**src/rtl/rspool_pkg.sv**
```systemverilog
`timescale 1ns/1ps
// Shared widths, the stored sample type and the word formatter for the
// result spool. Assumes the padded word is at least as wide as the sample.
package rspool_pkg;
    localparam int RES_W  = 10;
    localparam int SUB_W  = 2;
    localparam int WORD_W = 16;
    localparam int PAD_W  = WORD_W - RES_W - SUB_W;

    typedef struct packed {
        logic [RES_W-1:0] res;
        logic [SUB_W-1:0] sub;
    } sample_t;

    // Places leading zero padding above the result and sub-LSB bits.
    function automatic logic [WORD_W-1:0] pack_word(sample_t s);
        return {{PAD_W{1'b0}}, s.res, s.sub};
    endfunction
endpackage

```
**src/rtl/rspool_queue.sv**
```systemverilog
`timescale 1ns/1ps
// Circular result queue that overwrites its oldest entry when full.
// Assumes pop is only meaningful when the queue is not empty; an empty pop
// is ignored. Storage cells carry no reset; only the pointers and the count do.
module rspool_queue
    import rspool_pkg::*;
#(
    parameter  int DEPTH = 16,
    localparam int AW    = (DEPTH > 1) ? $clog2(DEPTH) : 1,
    localparam int CW    = $clog2(DEPTH + 1)
) (
    input  logic          clk,
    input  logic          rst_n,
    input  logic          push,
    input  sample_t       push_data,
    input  logic          pop,
    output sample_t       head,
    output logic          full,
    output logic          empty,
    output logic [CW-1:0] count
);
    sample_t         store [DEPTH];
    logic [AW-1:0]   wr_ptr;
    logic [AW-1:0]   rd_ptr;
    logic            pop_ok;
    logic            drop_old;

    // Advances a pointer with wrap at the last slot.
    function automatic logic [AW-1:0] step(logic [AW-1:0] p);
        return (p == AW'(DEPTH - 1)) ? '0 : AW'(p + 1'b1);
    endfunction

    // Derives the honoured pop and the overwrite case.
    always_comb begin
        full     = (count == CW'(DEPTH));
        empty    = (count == '0);
        pop_ok   = pop && !empty;
        drop_old = push && full && !pop_ok;
        head     = store[rd_ptr];
    end

    // Writes the incoming sample into the slot under the write pointer.
    always_ff @(posedge clk) begin
        if (push) begin
            store[wr_ptr] <= push_data;
        end
    end

    // Moves pointers and occupancy for push, pop, both, or overwrite.
    always_ff @(posedge clk) begin
        if (!rst_n) begin
            wr_ptr <= '0;
            rd_ptr <= '0;
            count  <= '0;
        end else begin
            if (push) begin
                wr_ptr <= step(wr_ptr);
            end
            if (pop_ok || drop_old) begin
                rd_ptr <= step(rd_ptr);
            end
            if (push && !pop_ok && !full) begin
                count <= count + 1'b1;
            end else if (pop_ok && !push) begin
                count <= count - 1'b1;
            end
        end
    end
endmodule

```
**src/rtl/rspool_temp_slot.sv**
```systemverilog
`timescale 1ns/1ps
// Single-entry holding slot for the temperature result. A write always
// replaces the content; a take clears the valid flag unless a write lands
// in the same cycle, in which case the new value stays valid.
module rspool_temp_slot
    import rspool_pkg::*;
(
    input  logic    clk,
    input  logic    rst_n,
    input  logic    wr,
    input  sample_t wr_data,
    input  logic    take,
    output logic    valid,
    output sample_t data
);
    // Captures the newest temperature sample.
    always_ff @(posedge clk) begin
        if (wr) begin
            data <= wr_data;
        end
    end

    // Tracks whether an unread temperature sample is held.
    always_ff @(posedge clk) begin
        if (!rst_n) begin
            valid <= 1'b0;
        end else if (wr) begin
            valid <= 1'b1;
        end else if (take) begin
            valid <= 1'b0;
        end
    end
endmodule

```
**src/rtl/rspool_shifter.sv**
```systemverilog
`timescale 1ns/1ps
// Per-frame output shift register. Loads one word at frame start, moves one
// bit per shift request, MSB first, and stops after a full word. Idle
// clears it so the output rests low between frames.
module rspool_shifter
    import rspool_pkg::*;
#(
    localparam int NW = $clog2(WORD_W + 1)
) (
    input  logic              clk,
    input  logic              rst_n,
    input  logic              idle,
    input  logic              load,
    input  logic [WORD_W-1:0] load_word,
    input  logic              shift,
    output logic              sdo
);
    logic [WORD_W-1:0] shreg;
    logic [NW-1:0]     shifted;

    // Loads, shifts or clears the outgoing word.
    always_ff @(posedge clk) begin
        if (!rst_n) begin
            shreg   <= '0;
            shifted <= '0;
        end else if (idle) begin
            shreg   <= '0;
            shifted <= '0;
        end else if (load) begin
            shreg   <= load_word;
            shifted <= '0;
        end else if (shift && (shifted < NW'(WORD_W))) begin
            shreg   <= {shreg[WORD_W-2:0], 1'b0};
            shifted <= shifted + 1'b1;
        end
    end

    // Presents the current top bit on the serial line.
    always_comb begin
        sdo = shreg[WORD_W-1];
    end
endmodule

```
**src/rtl/conv_result_spool.sv**
```systemverilog
`timescale 1ns/1ps
// Result spool top. Buffers conversion results and one temperature result
// and releases one padded word per chip-select frame. Assumes cs_n and sclk
// are slower than clk; both are sampled once per clk, and sclk idles low.
module conv_result_spool
    import rspool_pkg::*;
#(
    parameter  int DEPTH = 16,
    localparam int CW    = $clog2(DEPTH + 1)
) (
    input  logic             clk,
    input  logic             rst_n,
    input  logic             wr_en,
    input  logic [RES_W-1:0] wr_res,
    input  logic [SUB_W-1:0] wr_sub,
    input  logic             temp_wr_en,
    input  logic [RES_W-1:0] temp_res,
    input  logic [SUB_W-1:0] temp_sub,
    input  logic             cs_n,
    input  logic             sclk,
    output logic             sdo,
    output logic             full,
    output logic             empty,
    output logic [CW-1:0]    count
);
    logic              cs_q;
    logic              sclk_q;
    logic              frame_start;
    logic              sclk_fall;
    logic              temp_valid;
    logic              take_temp;
    logic              take_queue;
    sample_t           head;
    sample_t           temp_data;
    sample_t           adc_in;
    sample_t           temp_in;
    logic [WORD_W-1:0] out_word;

    // Keeps the previous samples of the host strobes for edge detection.
    always_ff @(posedge clk) begin
        if (!rst_n) begin
            cs_q   <= 1'b1;
            sclk_q <= 1'b0;
        end else begin
            cs_q   <= cs_n;
            sclk_q <= sclk;
        end
    end

    // Detects frame start and shift edges and chooses the source of the word.
    always_comb begin
        frame_start = cs_q && !cs_n;
        sclk_fall   = sclk_q && !sclk && !cs_n && !frame_start;
        take_temp   = frame_start && temp_valid;
        take_queue  = frame_start && !temp_valid;
        adc_in      = '{res: wr_res, sub: wr_sub};
        temp_in     = '{res: temp_res, sub: temp_sub};
        if (temp_valid) begin
            out_word = pack_word(temp_data);
        end else if (!empty) begin
            out_word = pack_word(head);
        end else begin
            out_word = '0;
        end
    end

    rspool_queue #(.DEPTH(DEPTH)) u_queue (
        .clk       (clk),
        .rst_n     (rst_n),
        .push      (wr_en),
        .push_data (adc_in),
        .pop       (take_queue),
        .head      (head),
        .full      (full),
        .empty     (empty),
        .count     (count)
    );

    rspool_temp_slot u_temp (
        .clk     (clk),
        .rst_n   (rst_n),
        .wr      (temp_wr_en),
        .wr_data (temp_in),
        .take    (take_temp),
        .valid   (temp_valid),
        .data    (temp_data)
    );

    rspool_shifter u_shift (
        .clk       (clk),
        .rst_n     (rst_n),
        .idle      (cs_n),
        .load      (frame_start),
        .load_word (out_word),
        .shift     (sclk_fall),
        .sdo       (sdo)
    );
endmodule

```
**config.mk**
```make
export PLATFORM = sky130hd
export DESIGN_NAME = conv_result_spool
export DESIGN_NICKNAME = d
export VERILOG_FILES = /design/src/rtl/rspool_pkg.sv /design/src/rtl/rspool_queue.sv /design/src/rtl/rspool_temp_slot.sv /design/src/rtl/rspool_shifter.sv /design/src/rtl/conv_result_spool.sv
export SDC_FILE = /design/constraint.sdc
export NUM_CORES = 1
export LEC_CHECK = 0
export BUFFER_PORTS_ARGS = -buffer_cell sky130_fd_sc_hd__buf_2
export CAP_MARGIN = 15
export CORE_MARGIN = 2
export CORE_UTILIZATION = 61
export DETAILED_ROUTE_END_ITERATION = 7
export PLACE_DENSITY = 0.84
export SYNTH_ARGS = -nofsm -noshare
export SYNTH_HDL_FRONTEND = slang
export SYNTH_SLANG_ARGS = --single-unit
export TNS_END_PERCENT = 10
```
**constraint.sdc**
```tcl
create_clock -name clk -period 4 [get_ports clk]
set_input_delay 0.2 -clock clk [delete_from_list [all_inputs] [get_ports clk]]
set_output_delay 0.2 -clock clk [all_outputs]
set_load 0.05 [all_outputs]
```
==> results of run 1 <==
repair_timing:
| item | 4_1_cts | 5_1_grt |
|---|---|---|
| endpoints found under the setup margin | 0 | 0 |
| hold buffers | 13 | 0 |
| endpoints found under the hold margin | 13 | 0 |
power by group through the flow:
stage	logic [mW]	clock network (mW)	registers (mW)
final	1.02	2.39	3.00
after global routing	1.09	2.51	3.02
after CTS	1.02	2.41	3.00
after detailed placement	0.992	0	3.05
after global placement	0.950	0	3.04
after floorplan	0.764	0	3.01
final cells by class:
class	instances	area, µm²
clock buffer	29	640.6
clock inverter	17	207.7
fill	963	4654
inverter	5	18.77
multi-input combinational	295	2684
sequential	245	6949
tap	216	270.3
timing repair buffer	54	345.3
cells by family after synthesis:
group           Yosys count
flops                   245
simple gates            128
mux                      81
compound gates           67
buf+inv                  33
fa+ha+maj                10
xor+xnor                  9
registers in the layout, indices dropped and copies added (netlist names), named ones only:
name             flops
u_queue.wr_ptr       4
u_shift.shifted      5
u_shift.shreg       16
u_temp.valid         1
cs_q                 1
u_queue.count        5
u_temp.data         12
u_queue.rd_ptr       4
sclk_q               1
u_queue.store      192
routing by layer:
metal | vias up | wire (µm) | GRT usage
met5 | - | 0 | 0
met4 | 0 | 404 | 0.08135
met3 | 36 | 1393 | 0.04560
met2 | 219 | 10560 | 0.4262
met1 | 2726 | 7980 | 0.3128
li1 | 2353 | - | -
stage by stage:
stage | instances | area, µm²
floorplan | 573 | 9778
global placement | 802 | 10140
detailed placement | 802 | 10140
CTS | 861 | 11120
global route | 861 | 11120
finish | 861 | 11120
worst max-delay path by stage:
stage / endpoint / cells past startpoint
final: u_queue.count[4]$_SDFFE_PN0P_ / 9
after global routing: u_queue.count[4]$_SDFFE_PN0P_ / 9
after CTS: u_queue.count[4]$_SDFFE_PN0P_ / 9
after detailed placement: u_queue.count[4]$_SDFFE_PN0P_ / 9
after global placement: u_queue.count[4]$_SDFFE_PN0P_ / 9
after floorplan: u_queue.count[4]$_SDFFE_PN0P_ / 9
cell usage in the layout, fill, tap and decap left out, types with 9 or more instances in the layout:
cell / netlist / routed
edfxtp_1: 204 / 204
mux4_2: 44 / 44
dfxtp_1: 41 / 39
buf_2: 7 / 37
nand2_1: 35 / 35
mux2i_1: 25 / 25
clkbuf_16: 0 / 25
and2_1: 22 / 22
nor2_1: 19 / 19
a21oi_1: 16 / 16
nor3_1: 14 / 14
o21ai_0: 13 / 13
dlygate4sd3_1: 0 / 13
mux2_2: 11 / 11
nor2b_1: 10 / 10
nand3_1: 9 / 9
o22ai_1: 9 / 9
a2111oi_0: 9 / 9
ha_1: 9 / 9
==> results.cfg, run 1 <==
[outcome]
run_status = finished clean

[pwr]
power_frac_clock = 0.373
peakVddDrop_v = 0.0003621
p_sw_mw = 1.679
power.static_leakage_nw = 3.646
pwr-share-seq = 0.468
intPower_mw = 4.731
p_total_mw = 6.410
sw_frac_of_total = 0.2620
p_comb_frac = 0.159
power_density_mw_per_mm2 = 576.7

[synth]
synth_cell_types = 45
synth_compound_area_frac = 0.04415
synth_ff_type = edfxtp_1
synth_edf_count = 204
async_flop_share = 0
synthAdderAreaFrac = 0.01356
synth_area_mm2 = 0.009778
synth_top_family_by_area = multiplexers
yosys.area.top_type_share = 0.6265
yosys.area_share.simple = 0.06679
syn_inst = 573
post-synth-top-count-cell = edfxtp_1
synthTopCellsByArea = edfxtp_1 (63%), mux4_2 (10%), dfxtp_1 (8.4%)
yosysSeqAreaShare = 0.7104
yosysTopAreaCell = edfxtp_1
syn_area_per_cell_um2 = 17.06
yosysWarnings = 0
ys_top_cells_by_count = edfxtp_1 (204), mux4_2 (44), dfxtp_1 (41)
synthMuxAreaShare = 0.1419
synth-xor-area-share = 0.008061
synth_seq_cells = 245
synth_fp_nets = 613

[detailed_routing]
vias = 5334
drt_iter0_markers = 379
vias_per_cell = 6.195
wl_mm = 20.34
dr.pass1.iters = 5
drc = 0
ant_nets = 0
routedWlPerCell_um = 23.62

[sta]
slew_viol_final = 0
fin_crit_sh = 0.8064
fin_crit_ns = 3.226
setup_viol = 0
holdWs_ns = 0.05443
setup_tns_ns = 0
rsz0062_at_grt = no
slew-limit-headroom = 0.2618
fmax_ghz = 0.3100
skew_ns = 0.01208
hold_viol_final = 0
worst_slack_ns = 0.7742
worstMarginPinSlew_ns = 1.107

[final_layout]
utilization = 0.7049
fin_nets = 666
drive_above_1_share = 0.2171
area_growth_pct = 13.68
diodes = 0

[hold_path]
hold_class = in -> reg
whs_endpoint = u_queue.count[4]$_SDFFE_PN0P_
worstHoldPathCells = 2
worstHoldStart = rst_n

[clocking]
cts_root_buf = clkbuf_16
tritoncts = built
cts-buffers-inserted = 25
path_clk_slew_ns = 0.06
postCtsSetupBuffers = 0
clock_latency_ns = 0.52
cts_resized = 0
clockBufferDepth = 3
ctsHtreeMaxLevel = 1
clock_sink_count = 245

[flow_run]
drv_cap = 0

[setup_path]
critPathKind = reg -> reg
r2r_setup_slack_ns = 0.77
crit_slowest_cell = or4_1
crit_path_start_kind = register
reg2reg_depth = 9
crit_arrival_ns = 3.63
critPathLaunch = u_queue.count[0]$_SDFFE_PN0P_
reg2reg_from = u_queue.count[0]$_SDFFE_PN0P_
r2r_end = u_queue.count[4]$_SDFFE_PN0P_
critPathMostFrequentCell = a21o_1
path_cells = or4_1, mux2i_1, nand2_1, fa_1, a21o_1, a21o_1, or3_1, and3_1, o31a_1
crit_family = simple AND/OR/NAND/NOR gates
crit_fanout = 6
cp_num_buf_inv = 0
crit_required_ns = 4.41
crit_path_max_incr_delay_ns = 0.63
end_kind = register

[global_route]
grt.total_usage = 0.2440
grt_max_degree = 43
grt_pass1_vias = 5461
antenna_found_initial = 0
overflow = 0
grt_first_pass_wirelength_mm = 30.57

[die]
die_height_um = 130.6
rows = 46
num_io_pins = 38
die-area_mm2 = 0.01706
core_area_mm2 = 0.01577
die_width_um = 130.6
start_util = 0.6200

[place]
gp_congestion = 0.8031
place_ws_ns = 0.7968
port_buffers = 37
hpwl_mm = 11.84
No activity file was read; power rests on OpenSTA's default activity.
==> run 2: changes to the inputs <==
--- a/config.mk
+++ b/config.mk
@@ -8,9 +8,9 @@
 export BUFFER_PORTS_ARGS = -buffer_cell sky130_fd_sc_hd__buf_2
 export CAP_MARGIN = 15
 export CORE_MARGIN = 2
-export CORE_UTILIZATION = 61
+export CORE_UTILIZATION = 55
 export DETAILED_ROUTE_END_ITERATION = 7
-export PLACE_DENSITY = 0.84
+export PLACE_DENSITY = 0.8
 export SYNTH_ARGS = -nofsm -noshare
 export SYNTH_HDL_FRONTEND = slang
 export SYNTH_SLANG_ARGS = --single-unit
==> constraint.sdc (replaced) <==
create_clock -name clk -period 2.6 [get_ports clk]
set_input_delay 0.13 -clock clk [delete_from_list [all_inputs] [get_ports clk]]
set_output_delay 0.13 -clock clk [all_outputs]
set_load 0.05 [all_outputs]
==> run 2 against run 1 <==
  * The run now ends with negative setup slack left
  * Global-route usage down 2.5 points
  * Routed wire length down 0.87%
  * Cell count up 3.8%
==> results.cfg, run 2 (synthesized netlist as in run 1, its figures left out) <==
[final_layout]
top_regs = u_queue.store: 192 flops, u_shift.shreg: 16 flops, u_temp.data: 12 flops
diodes = 0
regMostFlops = u_queue.store
utilization = 0.6548
area_growth_pct = 16.22
final_cell_mix = edfxtp_1 (204), mux4_2 (44), buf_2 (37)
layout.cells.non_filler = 894
fin_nets = 691
stdcell_area_mm2 = 0.01136
final_common_cell = edfxtp_1
largest_reg_flops = 192
drive_above_1_share = 0.2571

[detailed_routing]
drc = 0
routedWlPerCell_um = 22.55
wl_mm = 20.16
dr.pass1.iters = 4
ant_nets = 0
vias = 5387
drt_iter0_markers = 443
vias_per_cell = 6.026

[clocking]
cts-buffers-inserted = 25
cts_root_buf = clkbuf_16
clock_sink_count = 245
clock_latency_ns = 0.51
path_clk_slew_ns = 0.06
clockBufferDepth = 3
ctsHtreeMaxLevel = 1
tritoncts = built

[setup_path]
crit_path_start_kind = register
crit_fanout = 4
critPathKind = reg -> reg
crit_required_ns = 3.00
crit_arrival_ns = 3.08
end_kind = register
r2r_setup_slack_ns = -0.08

[sta]
fin_crit_ns = 2.679
slew-limit-headroom = 0.4293
fmax_ghz = 0.3733
worstMarginPinSlew_ns = 0.8560
holdWs_ns = 0.009917
slew_viol_final = 0
setup_viol = 1
hold_viol_final = 0
skew_ns = 0.01218
rsz0062_at_grt = yes
fin_crit_sh = 1.030
worst_slack_ns = -0.07872

[pwr]
p_sw_mw = 2.559
p_comb_frac = 0.192
power_density_mw_per_mm2 = 876.1
peakVddDrop_v = 0.0006715
power.static_leakage_nw = 3.770
pwr-share-seq = 0.454
power_frac_clock = 0.354
sw_frac_of_total = 0.2570
intPower_mw = 7.398

[global_route]
overflow = 0
antenna_found_initial = 0
grt_first_pass_wirelength_mm = 30.64
grt.total_usage = 0.2189
grt_max_degree = 29
grt_pass1_vias = 5432

[die]
die_width_um = 137.3
core_area_mm2 = 0.01736
die-area_mm2 = 0.01886
num_io_pins = 38
rows = 48
die_height_um = 137.3
start_util = 0.5634

[place]
gp_congestion = 0.8168
port_buffers = 37
dpl-instance-area_mm2 = 0.01038
placedCellCount = 833
hpwl_mm = 12.54

[flow_run]
drv_cap = 0

[outcome]
violations = negative setup slack
run_status = complete, but fails checks

[hold_path]
hold_class = in -> reg
-- run 2: cell types whose count changed in the layout (fill, tap and decap cells not counted), moves of 2 or more --
| cell | previous run | this run |
|---|---|---|
| buf_12 | 0 | 3 |
| buf_4 | 4 | 25 |
| clkbuf_1 | 4 | 6 |
| clkbuf_8 | 0 | 2 |
| clkinv_1 | 3 | 1 |
| clkinv_2 | 2 | 6 |
| clkinv_4 | 3 | 0 |
| dfxtp_1 | 39 | 35 |
| dfxtp_2 | 2 | 4 |
| dfxtp_4 | 0 | 2 |
-- run 2: worst max-delay path, cell delays in order (launching register included) --
cell	delay, ns
dfxtp_2	0.32
or4_4	0.56
mux2i_4	0.19
nand2_2	0.11
fa_2	0.35
a21o_1	0.17
a21o_1	0.17
or3_1	0.29
and3_1	0.17
o31a_1	0.23
-- run 2: metal layers --
| metal | global-route usage | part of all wire | vias up |
|---|---|---|---|
| li1 | - | - | 2415 |
| met3 | 0.03091 | 0.060 | 30 |
| met4 | 0.04754 | 0.015 | 0 |
| met2 | 0.3930 | 0.52 | 217 |
| met1 | 0.2858 | 0.40 | 2725 |
| met5 | 0 | 0 | - |
-- run 2: cell type report --
cell class,count,area (µm²)
Inverter,5,18.77
Clock inverter,12,138.9
Multi-Input combinational cell,295,2718
Tap cell,225,281.5
Clock buffer,33,675.6
Fill cell,1117,5992
Sequential cell,245,6959
Timing Repair Buffer,79,573.1
-- run 2: final timing paths --
path,startpoint,end,cells after the start
max,u_queue.count[3]$_SDFFE_PN0P_,u_queue.count[4]$_SDFFE_PN0P_,9
min,wr_sub[1],u_queue.store[3][1]$_DFFE_PP_,1
max reg2reg,u_queue.count[3]$_SDFFE_PN0P_,u_queue.count[4]$_SDFFE_PN0P_,9
min reg2reg,u_shift.shreg[11]$_SDFFE_PP0P_,u_shift.shreg[12]$_SDFFE_PP0P_,2
-- run 2: metrics by stage --
step | worst slack (ns) | power [mW] | setup TNS [ns]
4_1_cts | -0.08232 | 9.985 | -0.08232
2_1_floorplan | -0.1957 | 5.857 | -0.1957
3_3_place_gp | -0.09761 | 6.349 | -0.09761
5_1_grt | -0.1435 | 10.29 | -0.1435
3_5_place_dp | -0.1471 | 6.424 | -0.1471
6_report | -0.07872 | 9.956 | -0.07872
-- run 2: power by group through the flow --
stage | registers (mW) | clock network [mW] | logic (mW)
2_1_floorplan | 4.65 | 0 | 1.21
3_3_place_gp | 4.59 | 0 | 1.76
3_5_place_dp | 4.61 | 0 | 1.82
4_1_cts | 4.52 | 3.56 | 1.90
5_1_grt | 4.54 | 3.71 | 2.04
6_report | 4.52 | 3.53 | 1.91
-- run 2: timing repair --
| action | 4_1_cts | 5_1_grt |
|---|---|---|
| pin swaps | 3 | 1 |
| buffers inserted | 2 | 0 |
| hold buffers | 14 | 0 |
| hold endpoints to repair | 15 | 0 |
| setup endpoints to repair | 1 | 1 |
| gates resized for setup | 1 | 0 |
==> run 3: changes to the inputs <==
--- a/config.mk
+++ b/config.mk
@@ -7,10 +7,11 @@
 export LEC_CHECK = 0
 export BUFFER_PORTS_ARGS = -buffer_cell sky130_fd_sc_hd__buf_2
 export CAP_MARGIN = 15
-export CORE_MARGIN = 2
-export CORE_UTILIZATION = 55
+export CORE_MARGIN = 1
+export CORE_UTILIZATION = 61
 export DETAILED_ROUTE_END_ITERATION = 7
-export PLACE_DENSITY = 0.8
+export GPL_TIMING_DRIVEN = 1
+export PLACE_DENSITY = 0.84
 export SYNTH_ARGS = -nofsm -noshare
 export SYNTH_HDL_FRONTEND = slang
 export SYNTH_SLANG_ARGS = --single-unit
==> constraint.sdc (replaced) <==
create_clock -name clk -period 2.8 [get_ports clk]
set_input_delay 0.14 -clock clk [delete_from_list [all_inputs] [get_ports clk]]
set_output_delay 0.14 -clock clk [all_outputs]
set_load 0.05 [all_outputs]
==> run 3 against run 2 <==
  * The run still ends with negative setup slack left
  * Worst setup slack better by 0.050 ns
  * Final area is 0.54% lower
  * Clock power is 7.6% lower
  * Sequential cell count stayed put
  * Core utilization is 7.8 points higher
  * Routed wire length is 4.3% lower
  * Sequential power is 6.6% lower
  * Via count is 0.22% higher
  * Cell count is 2.2% lower
  * Register-to-register slack better by 0.05 ns
  * Combinational power is 9% lower
  * First-iteration DRC count is 2.5% lower
  * Critical endpoint unchanged
  * Largest cell class unchanged
==> results.cfg, run 3 (synthesized netlist as in run 1, its figures left out) <==
[outcome]
run_status = complete, but fails checks
violations = negative setup slack

[pwr]
intPower_mw = 6.804
pwr-share-seq = 0.458
power_frac_clock = 0.354
peakVddDrop_v = 0.0005884
p_comb_frac = 0.189
sw_frac_of_total = 0.2616
p_sw_mw = 2.410
power.static_leakage_nw = 3.746
power_density_mw_per_mm2 = 815.2
p_total_mw = 9.215

[place]
dpl-instance-area_mm2 = 0.01027
gp_congestion = 0.8386
place_ws_ns = -0.0004379
placedCellCount = 807
port_buffers = 37
hpwl_mm = 11.42

[die]
die-area_mm2 = 0.01654
core_area_mm2 = 0.01543
die_height_um = 128.6
rows = 45
start_util = 0.6338
die_width_um = 128.6
num_io_pins = 38

[sta]
slew_viol_final = 0
worstMarginPinSlew_ns = 0.8021
fin_crit_ns = 2.828
holdWs_ns = 0.009401
rsz0062_at_grt = yes
fin_crit_sh = 1.010
fmax_ghz = 0.3536
hold_viol_final = 0
worst_slack_ns = -0.02835
skew_ns = 0.01201
setup_tns_ns = -0.02835
setup_viol = 1
slew-limit-headroom = 0.4653

[setup_path]
reg2reg_depth = 9
reg2reg_from = u_queue.count[1]$_SDFFE_PN0P_
end_kind = register
critPathKind = reg -> reg
crit_path_start_kind = register
crit_fanout = 4
crit_arrival_ns = 3.24
r2r_setup_slack_ns = -0.03
r2r_end = u_queue.count[4]$_SDFFE_PN0P_
crit_required_ns = 3.21
critPathLaunch = u_queue.count[1]$_SDFFE_PN0P_

[detailed_routing]
vias_per_cell = 6.177
vias = 5399
ant_nets = 0
wl_mm = 19.29
drt_iter0_markers = 432
drc = 0
routedWlPerCell_um = 22.07
dr.pass1.iters = 5

[final_layout]
stdcell_area_mm2 = 0.01130
area_growth_pct = 15.60
final_cell_mix = edfxtp_1 (204), mux4_2 (44), buf_2 (37)
diodes = 0
fill_cells = 900
layout.cells.non_filler = 874
drive_above_1_share = 0.2504
utilization = 0.7327
top_regs = u_queue.store: 192 flops, u_shift.shreg: 16 flops, u_temp.data: 12 flops
largest_reg_flops = 192
fin_nets = 684
regMostFlops = u_queue.store
final_common_cell = edfxtp_1

[hold_path]
worstHoldPathCells = 1
whs_endpoint = u_queue.store[13][4]$_DFFE_PP_
worstHoldStart = wr_res[2]
hold_class = in -> reg

[global_route]
overflow = 0
grt_max_degree = 29
grt_pass1_vias = 5438
grt_first_pass_wirelength_mm = 30.19
antenna_found_initial = 0
grt.total_usage = 0.2457

[clocking]
ctsHtreeMaxLevel = 1
cts-buffers-inserted = 25
clock_sink_count = 245
path_clk_slew_ns = 0.06
cts_root_buf = clkbuf_16
clock_latency_ns = 0.52
clockBufferDepth = 3
tritoncts = built

[flow_run]
drv_cap = 0
run 3: final cells by class:
type	count	area, µm²	share of cell area
Clock buffer	30	685.7	0.06066
Clock inverter	16	128.9	0.01140
Inverter	5	18.77	0.001660
Multi-Input combinational cell	295	2721	0.2408
Sequential cell	245	6959	0.6157
Tap cell	211	264.0	0.02336
Timing Repair Buffer	72	525.5	0.04649
run 3: critical path, cell delays in order, from the launching register on:
cell	delay (ns)
dfxtp_4	0.36
or4_4	0.57
mux2i_4	0.21
nand2_2	0.13
fa_2	0.36
a21o_1	0.17
a21o_1	0.21
or3_1	0.32
and3_1	0.17
o31a_1	0.23
run 3: layer usage:
layer | wire length [µm] | global-route usage
met1 | 8049 | 0.3458
met4 | 448 | 0.06574
met5 | 0 | 0
met2 | 9472 | 0.4048
met3 | 1321 | 0.04116
run 3: repair_timing:
item,4_1_cts,5_1_grt
endpoints found under the setup margin,1,1
hold endpoints to repair,44,0
resized for setup,0,2
hold buffers,16,0
setup buffers,1,4
pin swaps,1,3
run 3: power by group through the flow:
| stage | Clock [mW] | Combinational [mW] | Sequential, mW |
|---|---|---|---|
| after floorplan | 0 | 1.12 | 4.32 |
| after global routing | 3.43 | 1.85 | 4.24 |
| after global placement | 0 | 1.55 | 4.28 |
| after detailed placement | 0 | 1.59 | 4.29 |
| final | 3.26 | 1.74 | 4.22 |
| after CTS | 3.28 | 1.65 | 4.22 |
run 3: how the worst max path moves through the flow:
stage / endpoint / slack (ns) / cells past startpoint
final: u_queue.count[4]$_SDFFE_PN0P_ / -0.03 / 9
after global routing: u_queue.count[4]$_SDFFE_PN0P_ / -0.08 / 9
after CTS: u_queue.count[4]$_SDFFE_PN0P_ / 0.004 / 9
after detailed placement: u_queue.count[4]$_SDFFE_PN0P_ / -0.0004 / 9
after global placement: u_queue.count[4]$_SDFFE_PN0P_ / 0.07 / 9
after floorplan: u_queue.count[4]$_SDFFE_PN0P_ / 0.004 / 9
